### src/rtl/eets_pkg.sv
package eets_pkg;
    typedef enum logic [2:0] {
        ST_IDLE,
        ST_SEL,
        ST_WADDR,
        ST_WDATA,
        ST_READ,
        ST_WCYCLE
    } seq_state_t;
endpackage

### src/rtl/eets_sel_decode.sv
module eets_sel_decode #(
    parameter bit SMALL_ARRAY = 1'b0
) (
    input  logic [7:0] sel_byte,
    input  logic [1:0] hw_addr,
    output logic       hit,
    output logic       to_id,
    output logic       is_read,
    output logic [1:0] page
);
    logic pins_ok;
    logic main_nib;

    generate
        if (SMALL_ARRAY) begin : g_small
            assign pins_ok = (sel_byte[3:2] == hw_addr);
            assign page    = {1'b0, sel_byte[1]};
        end else begin : g_large
            assign pins_ok = (sel_byte[3] == hw_addr[1]);
            assign page    = sel_byte[2:1];
        end
    endgenerate

    assign main_nib = (sel_byte[7:4] == 4'hA);
    assign to_id    = (sel_byte[7:4] == 4'hB);
    assign hit      = (main_nib || to_id) && pins_ok;
    assign is_read  = sel_byte[0];
endmodule

### src/rtl/eets_page_buf.sv
module eets_page_buf #(
    parameter int DEPTH = 16,
    localparam int IW = $clog2(DEPTH)
) (
    input  logic          clk,
    input  logic          rst_n,
    input  logic          clr,
    input  logic          we,
    input  logic [IW-1:0] widx,
    input  logic [7:0]    wdata,
    input  logic [IW-1:0] ridx,
    output logic          rvld,
    output logic [7:0]    rdata,
    output logic          any_vld
);
    logic [7:0]       slot_q [DEPTH];
    logic [DEPTH-1:0] vld_q;

    always_ff @(posedge clk or negedge rst_n) begin
        if (!rst_n) begin
            vld_q <= '0;
        end else if (clr) begin
            vld_q <= '0;
        end else if (we) begin
            vld_q[widx] <= 1'b1;
        end
    end

    always_ff @(posedge clk) begin
        if (we && !clr) begin
            slot_q[widx] <= wdata;
        end
    end

    assign rvld    = vld_q[ridx];
    assign rdata   = slot_q[ridx];
    assign any_vld = |vld_q;
endmodule

### src/rtl/eets_wr_timer.sv
module eets_wr_timer #(
    parameter int CYCLES = 64,
    parameter int SLOTS  = 16,
    localparam int CW = $clog2(CYCLES + 1),
    localparam int SW = $clog2(SLOTS)
) (
    input  logic          clk,
    input  logic          rst_n,
    input  logic          run_i,
    output logic [SW-1:0] slot_o,
    output logic          commit_o,
    output logic          last_o
);
    logic [CW-1:0] cnt_q;

    always_ff @(posedge clk or negedge rst_n) begin
        if (!rst_n) begin
            cnt_q <= '0;
        end else if (!run_i) begin
            cnt_q <= '0;
        end else begin
            cnt_q <= cnt_q + 1'b1;
        end
    end

    assign slot_o   = cnt_q[SW-1:0];
    assign commit_o = run_i && (cnt_q < CW'(SLOTS));
    assign last_o   = run_i && (cnt_q == CW'(CYCLES - 1));
endmodule

### src/rtl/eets_seq.sv
module eets_seq
    import eets_pkg::*;
#(
    parameter bit SMALL_ARRAY = 1'b0,
    parameter int WR_CYCLES   = 64
) (
    input  logic                              clk,
    input  logic                              rst_n,
    input  logic                              ev_start,
    input  logic                              ev_stop,
    input  logic                              ev_byte,
    input  logic [7:0]                        rx_byte,
    input  logic                              ev_rdreq,
    input  logic                              ev_mack,
    input  logic                              mack_nack,
    input  logic [1:0]                        hw_addr,
    input  logic                              wp_i,
    output logic                              ack_o,
    output logic                              rd_en_o,
    output logic                              rd_id_o,
    output logic [(SMALL_ARRAY ? 9 : 10)-1:0] rd_addr_o,
    output logic                              wr_en_o,
    output logic [(SMALL_ARRAY ? 9 : 10)-1:0] wr_addr_o,
    output logic [7:0]                        wr_data_o,
    output logic                              busy_o
);
    localparam int ADDR_W = SMALL_ARRAY ? 9 : 10;
    localparam int PG_W   = ADDR_W - 8;
    localparam int SLOTS  = 16;
    localparam int SW     = $clog2(SLOTS);

    seq_state_t        state_q;
    logic [ADDR_W-1:0] ptr_q;
    logic [PG_W-1:0]   page_q;
    logic              tgt_id_q;

    logic              dec_hit, dec_id, dec_rd;
    logic [1:0]        dec_page;
    logic              buf_clr, buf_we, buf_rvld, buf_any;
    logic [7:0]        buf_rdata;
    logic [SW-1:0]     tm_slot;
    logic              tm_commit, tm_last, run_wc;

    eets_sel_decode #(.SMALL_ARRAY(SMALL_ARRAY)) u_dec (
        .sel_byte(rx_byte), .hw_addr(hw_addr), .hit(dec_hit),
        .to_id(dec_id), .is_read(dec_rd), .page(dec_page)
    );

    assign buf_clr = (state_q == ST_WADDR) && ev_byte;
    assign buf_we  = (state_q == ST_WDATA) && ev_byte && !tgt_id_q;
    assign run_wc  = (state_q == ST_WCYCLE);

    eets_page_buf #(.DEPTH(SLOTS)) u_buf (
        .clk(clk), .rst_n(rst_n), .clr(buf_clr), .we(buf_we),
        .widx(ptr_q[SW-1:0]), .wdata(rx_byte), .ridx(tm_slot),
        .rvld(buf_rvld), .rdata(buf_rdata), .any_vld(buf_any)
    );

    eets_wr_timer #(.CYCLES(WR_CYCLES), .SLOTS(SLOTS)) u_tmr (
        .clk(clk), .rst_n(rst_n), .run_i(run_wc),
        .slot_o(tm_slot), .commit_o(tm_commit), .last_o(tm_last)
    );

    // State register and pointer
    always_ff @(posedge clk or negedge rst_n) begin
        if (!rst_n) begin
            state_q  <= ST_IDLE;
            ptr_q    <= '0;
            page_q   <= '0;
            tgt_id_q <= 1'b0;
        end else if (state_q == ST_WCYCLE) begin
            if (tm_last) state_q <= ST_IDLE;
        end else if (ev_start) begin
            state_q <= ST_SEL;
        end else if (ev_stop) begin
            state_q <= (state_q == ST_WDATA && buf_any && !wp_i && !tgt_id_q)
                       ? ST_WCYCLE : ST_IDLE;
        end else begin
            unique case (state_q)
                ST_IDLE: ;
                ST_SEL: if (ev_byte) begin
                    if (!dec_hit) begin
                        state_q <= ST_IDLE;
                    end else begin
                        tgt_id_q <= dec_id;
                        page_q   <= dec_page[PG_W-1:0];
                        state_q  <= dec_rd ? ST_READ : ST_WADDR;
                    end
                end
                ST_WADDR: if (ev_byte) begin
                    ptr_q   <= tgt_id_q ? {{(ADDR_W-SW){1'b0}}, rx_byte[SW-1:0]}
                                        : {page_q, rx_byte};
                    state_q <= ST_WDATA;
                end
                ST_WDATA: if (ev_byte && !tgt_id_q) begin
                    ptr_q <= {ptr_q[ADDR_W-1:SW], ptr_q[SW-1:0] + 1'b1};
                end
                ST_READ: begin
                    if (ev_rdreq) begin
                        ptr_q <= tgt_id_q ? {ptr_q[ADDR_W-1:SW], ptr_q[SW-1:0] + 1'b1}
                                          : ptr_q + 1'b1;
                    end
                    if (ev_mack && mack_nack) state_q <= ST_IDLE;
                end
                default: state_q <= ST_IDLE;
            endcase
        end
    end

    // Registered outputs
    always_ff @(posedge clk or negedge rst_n) begin
        if (!rst_n) begin
            ack_o     <= 1'b0;
            rd_en_o   <= 1'b0;
            rd_id_o   <= 1'b0;
            rd_addr_o <= '0;
            wr_en_o   <= 1'b0;
            wr_addr_o <= '0;
            wr_data_o <= '0;
        end else begin
            ack_o   <= ev_byte && !ev_start && !ev_stop &&
                       ((state_q == ST_SEL && dec_hit) ||
                        state_q == ST_WADDR || state_q == ST_WDATA);
            rd_en_o <= (state_q == ST_READ) && ev_rdreq && !ev_start && !ev_stop;
            if ((state_q == ST_READ) && ev_rdreq) begin
                rd_id_o   <= tgt_id_q;
                rd_addr_o <= tgt_id_q ? {{(ADDR_W-SW){1'b0}}, ptr_q[SW-1:0]} : ptr_q;
            end
            wr_en_o   <= tm_commit && buf_rvld;
            wr_addr_o <= {ptr_q[ADDR_W-1:SW], tm_slot};
            wr_data_o <= buf_rdata;
        end
    end

    assign busy_o = run_wc;

    assert_ack_follows_byte_R3: assert property (@(posedge clk) disable iff (!rst_n)
        ack_o |-> $past(ev_byte));
    assert_silent_while_busy_R5: assert property (@(posedge clk) disable iff (!rst_n)
        (busy_o && $past(busy_o)) |-> !ack_o);
    assert_write_inside_cycle_R4: assert property (@(posedge clk) disable iff (!rst_n)
        wr_en_o |-> busy_o);
    assert_protect_blocks_R8: assert property (@(posedge clk) disable iff (!rst_n)
        (ev_stop && wp_i && !busy_o) |=> !busy_o);
    assert_no_fetch_busy_R7: assert property (@(posedge clk) disable iff (!rst_n)
        rd_en_o |-> !busy_o);
endmodule

### config.mk
export PLATFORM = sky130hd
export DESIGN_NAME = eets_seq
export DESIGN_NICKNAME = d
export VERILOG_FILES = /design/src/rtl/eets_pkg.sv /design/src/rtl/eets_sel_decode.sv /design/src/rtl/eets_page_buf.sv /design/src/rtl/eets_wr_timer.sv /design/src/rtl/eets_seq.sv
export SDC_FILE = /design/constraint.sdc
export NUM_CORES = 1
export LEC_CHECK = 0
export CAP_MARGIN = 15
export CORE_UTILIZATION = 53
export DETAILED_ROUTE_END_ITERATION = 12
export PLACE_DENSITY = 0.75
export REMOVE_ABC_BUFFERS = 1
export SYNTH_ARGS = -nofsm -noshare
export SYNTH_HDL_FRONTEND = slang
export SYNTH_HIERARCHICAL = 1
export SYNTH_SLANG_ARGS = --single-unit
### constraint.sdc
create_clock -name clk -period 2.65 [get_ports clk]
set_clock_uncertainty 0.2 [all_clocks]
set_input_delay 0.795 -clock clk [delete_from_list [all_inputs] [get_ports clk]]
set_output_delay 0.795 -clock clk [all_outputs]
set_load 0.005 [all_outputs]
==> flow_summary.json, run 1 <==
{
  "period_share": 0.975,
  "numCtsBuffers": 17,
  "maxCapViolations": 0,
  "cp_max_fo": 9,
  "critPathCaptureType": "flop",
  "holdCritPathClass": "in -> async",
  "grt-ovfl-total": 0,
  "finalCriticalPeriod_ps": 2580,
  "groute.usage.overall": 0.237,
  "dr.pass1.iters": 5,
  "ys_ff_latch": 199,
  "critPathRequiredTime_ps": 2580,
  "cp_slowest_stage_delay_ps": 600,
  "fp-row-count": 45,
  "p_leak_nw": 3.71,
  "yosysWarnings": 6,
  "synthFlopType": "edfxtp_1",
  "final_core_util": 0.647,
  "die_height_um": 127,
  "clock_latency_ps": 430,
  "postCtsHoldBufs": 0,
  "slowest_stage": "or4b_1",
  "setup_viol": 0,
  "layout_common_cells": "128 x edfxtp_1, 69 x dfrtp_1, 53 x buf_4, 48 x clkdlybuf4s50_1, 29 x nand2_1",
  "tightest_slew_ps": 748,
  "layout-area-overhead-vs-synth_pct": 18.6,
  "vias": 4941,
  "drt_iter0_drc": 373,
  "die_w_um": 127,
  "drive_above_1_share": 0.223,
  "drc": 0,
  "syn_inst": 505,
  "dp_slack_ps": -374,
  "regArea_um2": 5620,
  "max-vdd-ir-drop_uv": 464,
  "crit_type": "in -> reg",
  "fin_hold_ws_ps": 66.5,
  "cp-start-kind": "input port",
  "nFillCells": 1094,
  "avgSynthCellArea_um2": 16.5,
  "finalHoldViolCount": 0,
  "arrival_ps": 2520,
  "setup_tns_ps": 0,
  "grt_pass1_wl_mm": 28.0,
  "grt_max_degree": 48,
  "antenna_found_initial": 0,
  "final_nets": 622,
  "fin_ws_ps": 65.3,
  "async_flop_share": 0.357,
  "gp_congestion": 0.857,
  "path_cells": "clkdlybuf4s50_1, nand2b_1, nor3b_2, or4b_1, nor3_1, buf_4",
  "layout_commonest_cell": "edfxtp_1",
  "path_clk_slew_ps": 70,
  "wl_mm": 17.9,
  "synth_sequential_area_ratio": 0.675,
  "reg2reg_slack_ps": 100,
  "cts_root_buf": "clkbuf_16",
  "cts_sinks": 199,
  "fmax_mhz": 387,
  "run_status": "finished clean",
  "dp_hpwl_mm": 11.9,
  "dieArea_um2": 16200,
  "avgViaCountPerCell": 5.99,
  "n_antenna_cell": 0,
  "powerDensity_nw_per_um2": 613,
  "rsz0062_at_grt": "no",
  "antenna_left": 0,
  "slew_headroom": 0.499,
  "multiInputGateArea_um2": 2440,
  "htreeDepth": 4,
  "synth_edf_count": 128,
  "port_buffers": 50,
  "drv_slew": 0,
  "synth_cell_types": 70,
  "io_pins": 52,
  "syn_area_um2": 8320,
  "clockBufferDepth": 2,
  "wl_per_cell_um": 21.7,
  "grt_pass1_vias": 4901,
  "cts_tree": "done",
  "initial_core_util": 0.545,
  "coreArea_um2": 15300
}
## flip-flops by register name, summed over array words and instances (netlist names)
register      flops
ack_o             1
page_q            2
ptr_q            10
rd_addr_o        10
rd_en_o           1
rd_id_o           1
state_q           3
tgt_id_q          1
u_buf/slot_q    128
u_buf/vld_q      16
u_tmr/cnt_q       7
wr_addr_o        10
wr_data_o         8
wr_en_o           1
## through the flow
step	power (mW)	area (um^2)	cells
after floorplan	3.53	8090	476
after global placement	3.72	9300	792
final	6.06	9870	825
after global routing	6.24	9870	825
after detailed placement	3.74	9300	792
after CTS	6.10	9870	825
## final timing paths
check | startpoint | endpoint | cells after the start
hold / removal | rst_n | rd_addr_o[8] | 1
min in group clk | rd_addr_o[3] | rd_addr_o[3] | 2
setup / recovery | ev_byte | u_buf/slot_q[0][7] | 6
max in group asynchronous | rst_n | wr_data_o[4] | 2
hold reg to reg | rd_addr_o[3] | rd_addr_o[3] | 2
setup reg to reg | state_q[2] | u_buf/slot_q[0][7] | 6
## per-layer routing
layer  track usage  part of all wire
met1         0.320              0.42
met3        0.0452             0.057
met2         0.390              0.51
met5             0                 0
met4        0.0805             0.015
## kinds of logic after synthesis
family                     synth area share
xor gates and xnor gates            0.00421
adders and majority gates           0.00301
muxes                                 0.117
and+or+nand+nor                      0.0926
buffers and inverters                0.0325
AOI/OAI and AO/OA                    0.0750
DFF                                   0.675
## critical path: cells and delay by family
kind | cells | cell delay (ps)
simple gates | 4 | 1020
buf+inv | 2 | 680
## cell type report
class	instances	area share
sequential	199	0.569
multi-input combinational	267	0.247
timing repair buffer	106	0.0971
clock buffer	19	0.0459
tap	211	0.0267
clock inverter	13	0.0100
inverter	10	0.00380
## cell usage after synthesis (8+ instances only)
| cell | n | area share |
|---|---|---|
| and2_1 | 9 | 0.0068 |
| inv_1 | 9 | 0.0041 |
| nor3_1 | 8 | 0.0048 |
| nand2b_1 | 11 | 0.0083 |
| edfxtp_1 | 128 | 0.46 |
| nor2_1 | 23 | 0.010 |
| nand2_1 | 29 | 0.013 |
| a22oi_1 | 23 | 0.021 |
| mux2_2 | 8 | 0.011 |
| mux4_2 | 21 | 0.057 |
| a21o_1 | 12 | 0.011 |
| dfrtp_1 | 71 | 0.21 |
| buf_4 | 11 | 0.0099 |
| mux4_1 | 15 | 0.047 |
| o21ai_0 | 15 | 0.0090 |
## power by group
group          leakage, nW  internal, mW  switching (mW)
registers             2.06          3.35          0.0437
logic                 1.39         0.129           0.154
clock network        0.264          1.26            1.12
## timing repair
| item | in CTS | in global routing |
|---|---|---|
| resized for setup | 3 | 2 |
| pin swaps | 0 | 0 |
| endpoints found under the setup margin | 1 | 35 |
| buffers inserted | 1 | 0 |
(Power assumes the default switching activity.)
==> run 2, diff against run 1 <==
--- a/config.mk
+++ b/config.mk
@@ -6,9 +6,10 @@
 export NUM_CORES = 1
 export LEC_CHECK = 0
 export CAP_MARGIN = 15
-export CORE_UTILIZATION = 53
+export CORE_MARGIN = 2
+export CORE_UTILIZATION = 59
 export DETAILED_ROUTE_END_ITERATION = 12
-export PLACE_DENSITY = 0.75
+export PLACE_DENSITY = 0.79
 export REMOVE_ABC_BUFFERS = 1
 export SYNTH_ARGS = -nofsm -noshare
 export SYNTH_HDL_FRONTEND = slang
==> constraint.sdc (replaced) <==
create_clock -name clk -period 2.8 [get_ports clk]
set_clock_uncertainty 0.2 [all_clocks]
set_input_delay 0.84 -clock clk [delete_from_list [all_inputs] [get_ports clk]]
set_output_delay 0.84 -clock clk [all_outputs]
set_load 0.005 [all_outputs]
==> flow_summary.json, run 2 (same netlist as run 1, synthesis figures left out) <==
{
  "final_core_util": 0.713,
  "cp_max_fo": 9,
  "final_nets": 621,
  "wl_met3_um": 841,
  "period_share": 0.966,
  "holdCritPathClass": "in -> async",
  "avgViaCountPerCell": 6.12,
  "rr_startpoint": "state_q[2]",
  "initial_core_util": 0.602,
  "critPathCaptureType": "flop",
  "gp_congestion": 0.811,
  "rsz0062_at_grt": "no",
  "met2_length_mm": 8.77,
  "coreArea_um2": 13800,
  "cts_tree": "done",
  "die_height_um": 123,
  "io_pins": 52,
  "drc": 0,
  "drive_above_1_share": 0.222,
  "wl_mm": 17.0,
  "totalPowerFinal_mw": 5.81,
  "fp-row-count": 43,
  "dr.pass1.iters": 5,
  "reg_top3": "u_buf/slot_q (128), u_buf/vld_q (16)",
  "powerDensity_nw_per_um2": 590,
  "max-vdd-ir-drop_uv": 356,
  "dieArea_um2": 15100,
  "dp_slack_ps": -502,
  "nFillCells": 866,
  "wl_met1_mm": 7.12,
  "n_antenna_cell": 0,
  "run_status": "finished clean",
  "clockBufferDepth": 2,
  "arrival_ps": 2630,
  "cp_slowest_stage_delay_ps": 590,
  "numCtsBuffers": 17,
  "grt_pass1_wl_mm": 27.3,
  "cts_root_buf": "clkbuf_16",
  "layout_commonest_cell": "edfxtp_1",
  "p_leak_nw": 3.72,
  "finalCriticalPeriod_ps": 2700,
  "r2r_end": "u_buf/slot_q[0][1]",
  "slew_headroom": 0.465,
  "slowest_stage": "or4b_1",
  "instances_no_fill": 793,
  "grt_pass1_vias": 5050,
  "cts_sinks": 199,
  "worstRegToRegCells": 6,
  "routed.top_layer": "met4",
  "antenna_left": 0,
  "dp_hpwl_mm": 11.6,
  "crit_type": "in -> reg",
  "path_clk_slew_ps": 60,
  "antenna_found_initial": 0,
  "fmax_mhz": 370,
  "port_buffers": 50,
  "vias": 4852,
  "layout-area-overhead-vs-synth_pct": 18.4,
  "setup_viol": 0,
  "maxCapViolations": 0,
  "critPathRequiredTime_ps": 2730,
  "die_w_um": 123,
  "dp_cells": 759,
  "fin_ws_ps": 95.1,
  "layout_common_cells": "128 x edfxtp_1, 70 x dfrtp_1, 51 x buf_4, 48 x clkdlybuf4s50_1, 29 x nand2_1",
  "grt_max_degree": 42,
  "wl_per_cell_um": 21.5,
  "drv_slew": 0,
  "placed_cell_area_um2": 9250,
  "finalHoldViolCount": 0,
  "startpoint": "ev_byte",
  "htreeDepth": 4,
  "path_cells": "clkdlybuf4s50_1, nand2b_1, nor3b_1, buf_4, or4b_1, nor3_1, buf_4",
  "cp-start-kind": "input port",
  "endpoint": "u_buf/slot_q[0][1]",
  "largest-register": "u_buf/slot_q",
  "drt_iter0_drc": 422,
  "largest_register_ffs": 128,
  "groute.usage.overall": 0.249,
  "clock_latency_ps": 430,
  "reg2reg_slack_ps": 240,
  "tightest_slew_ps": 799,
  "grt-ovfl-total": 0,
  "path_common_cell": "buf_4",
  "final_cell_area_um2": 9850
}
-- run 2: cell count changes in the layout (fill, tap and decap cells not counted), sizes merged --
cell    change
clkinv      -1
buf         -1
bufinv      +2
inv         -1
-- run 2: worst max-delay path, delay by kind of cell --
| family | cells | cell delay, ps |
|---|---|---|
| simple gates | 4 | 950 |
| buf+inv | 3 | 830 |
-- run 2: layer usage --
layer / vias to the layer above / global-route usage
met5: - / 0
met4: 0 / 0.0833
met3: 25 / 0.0455
met2: 186 / 0.421
met1: 2467 / 0.329
li1: 2174 / -
-- run 2: per-stage QoR --
stage	hold slack, ps	TNS, ps
finish	214	0
global route	251	0
CTS	216	0
detailed placement	264	-25280
global placement	248	-21140
floorplan	214	-1980
-- run 2: how the worst min path moves through the flow --
stage | end | slack, ps | depth (start not counted)
2_1_floorplan | wr_addr_o[9] | 210 | 0
3_3_place_gp | wr_addr_o[9] | 250 | 0
3_5_place_dp | wr_addr_o[9] | 260 | 0
4_1_cts | wr_addr_o[3] | 220 | 1
5_1_grt | wr_addr_o[3] | 250 | 1
6_report | wr_addr_o[3] | 210 | 1
-- run 2: repair_timing --
item,in CTS,in global routing
setup endpoints to repair,9,0
hold buffers,0,0
buffers inserted,2,0
endpoints found under the hold margin,0,0
gates resized for setup,5,0
-- run 2: layout make-up --
class                      instances  area, um^2  share of cell area
clock buffer                      19         443              0.0450
clock inverter                    13         130              0.0132
inverter                          10        37.5             0.00381
multi-input combinational        267        2440               0.248
sequential                       199        5620               0.571
tap                              180         225              0.0229
timing repair buffer             105         955              0.0969
-- run 2: power by group --
group	switching (mW)	internal, mW
combinational	0.133	0.118
sequential	0.0447	3.17
clock	1.02	1.33
total	1.19	4.62
==> run 3, diff against run 2 <==
--- a/config.mk
+++ b/config.mk
@@ -11,6 +11,7 @@
 export DETAILED_ROUTE_END_ITERATION = 12
 export PLACE_DENSITY = 0.79
 export REMOVE_ABC_BUFFERS = 1
+export SLEW_MARGIN = 20
 export SYNTH_ARGS = -nofsm -noshare
 export SYNTH_HDL_FRONTEND = slang
 export SYNTH_HIERARCHICAL = 1
==> results of run 3 <==
Final layout, timing and power as in run 2 (identical DEF).
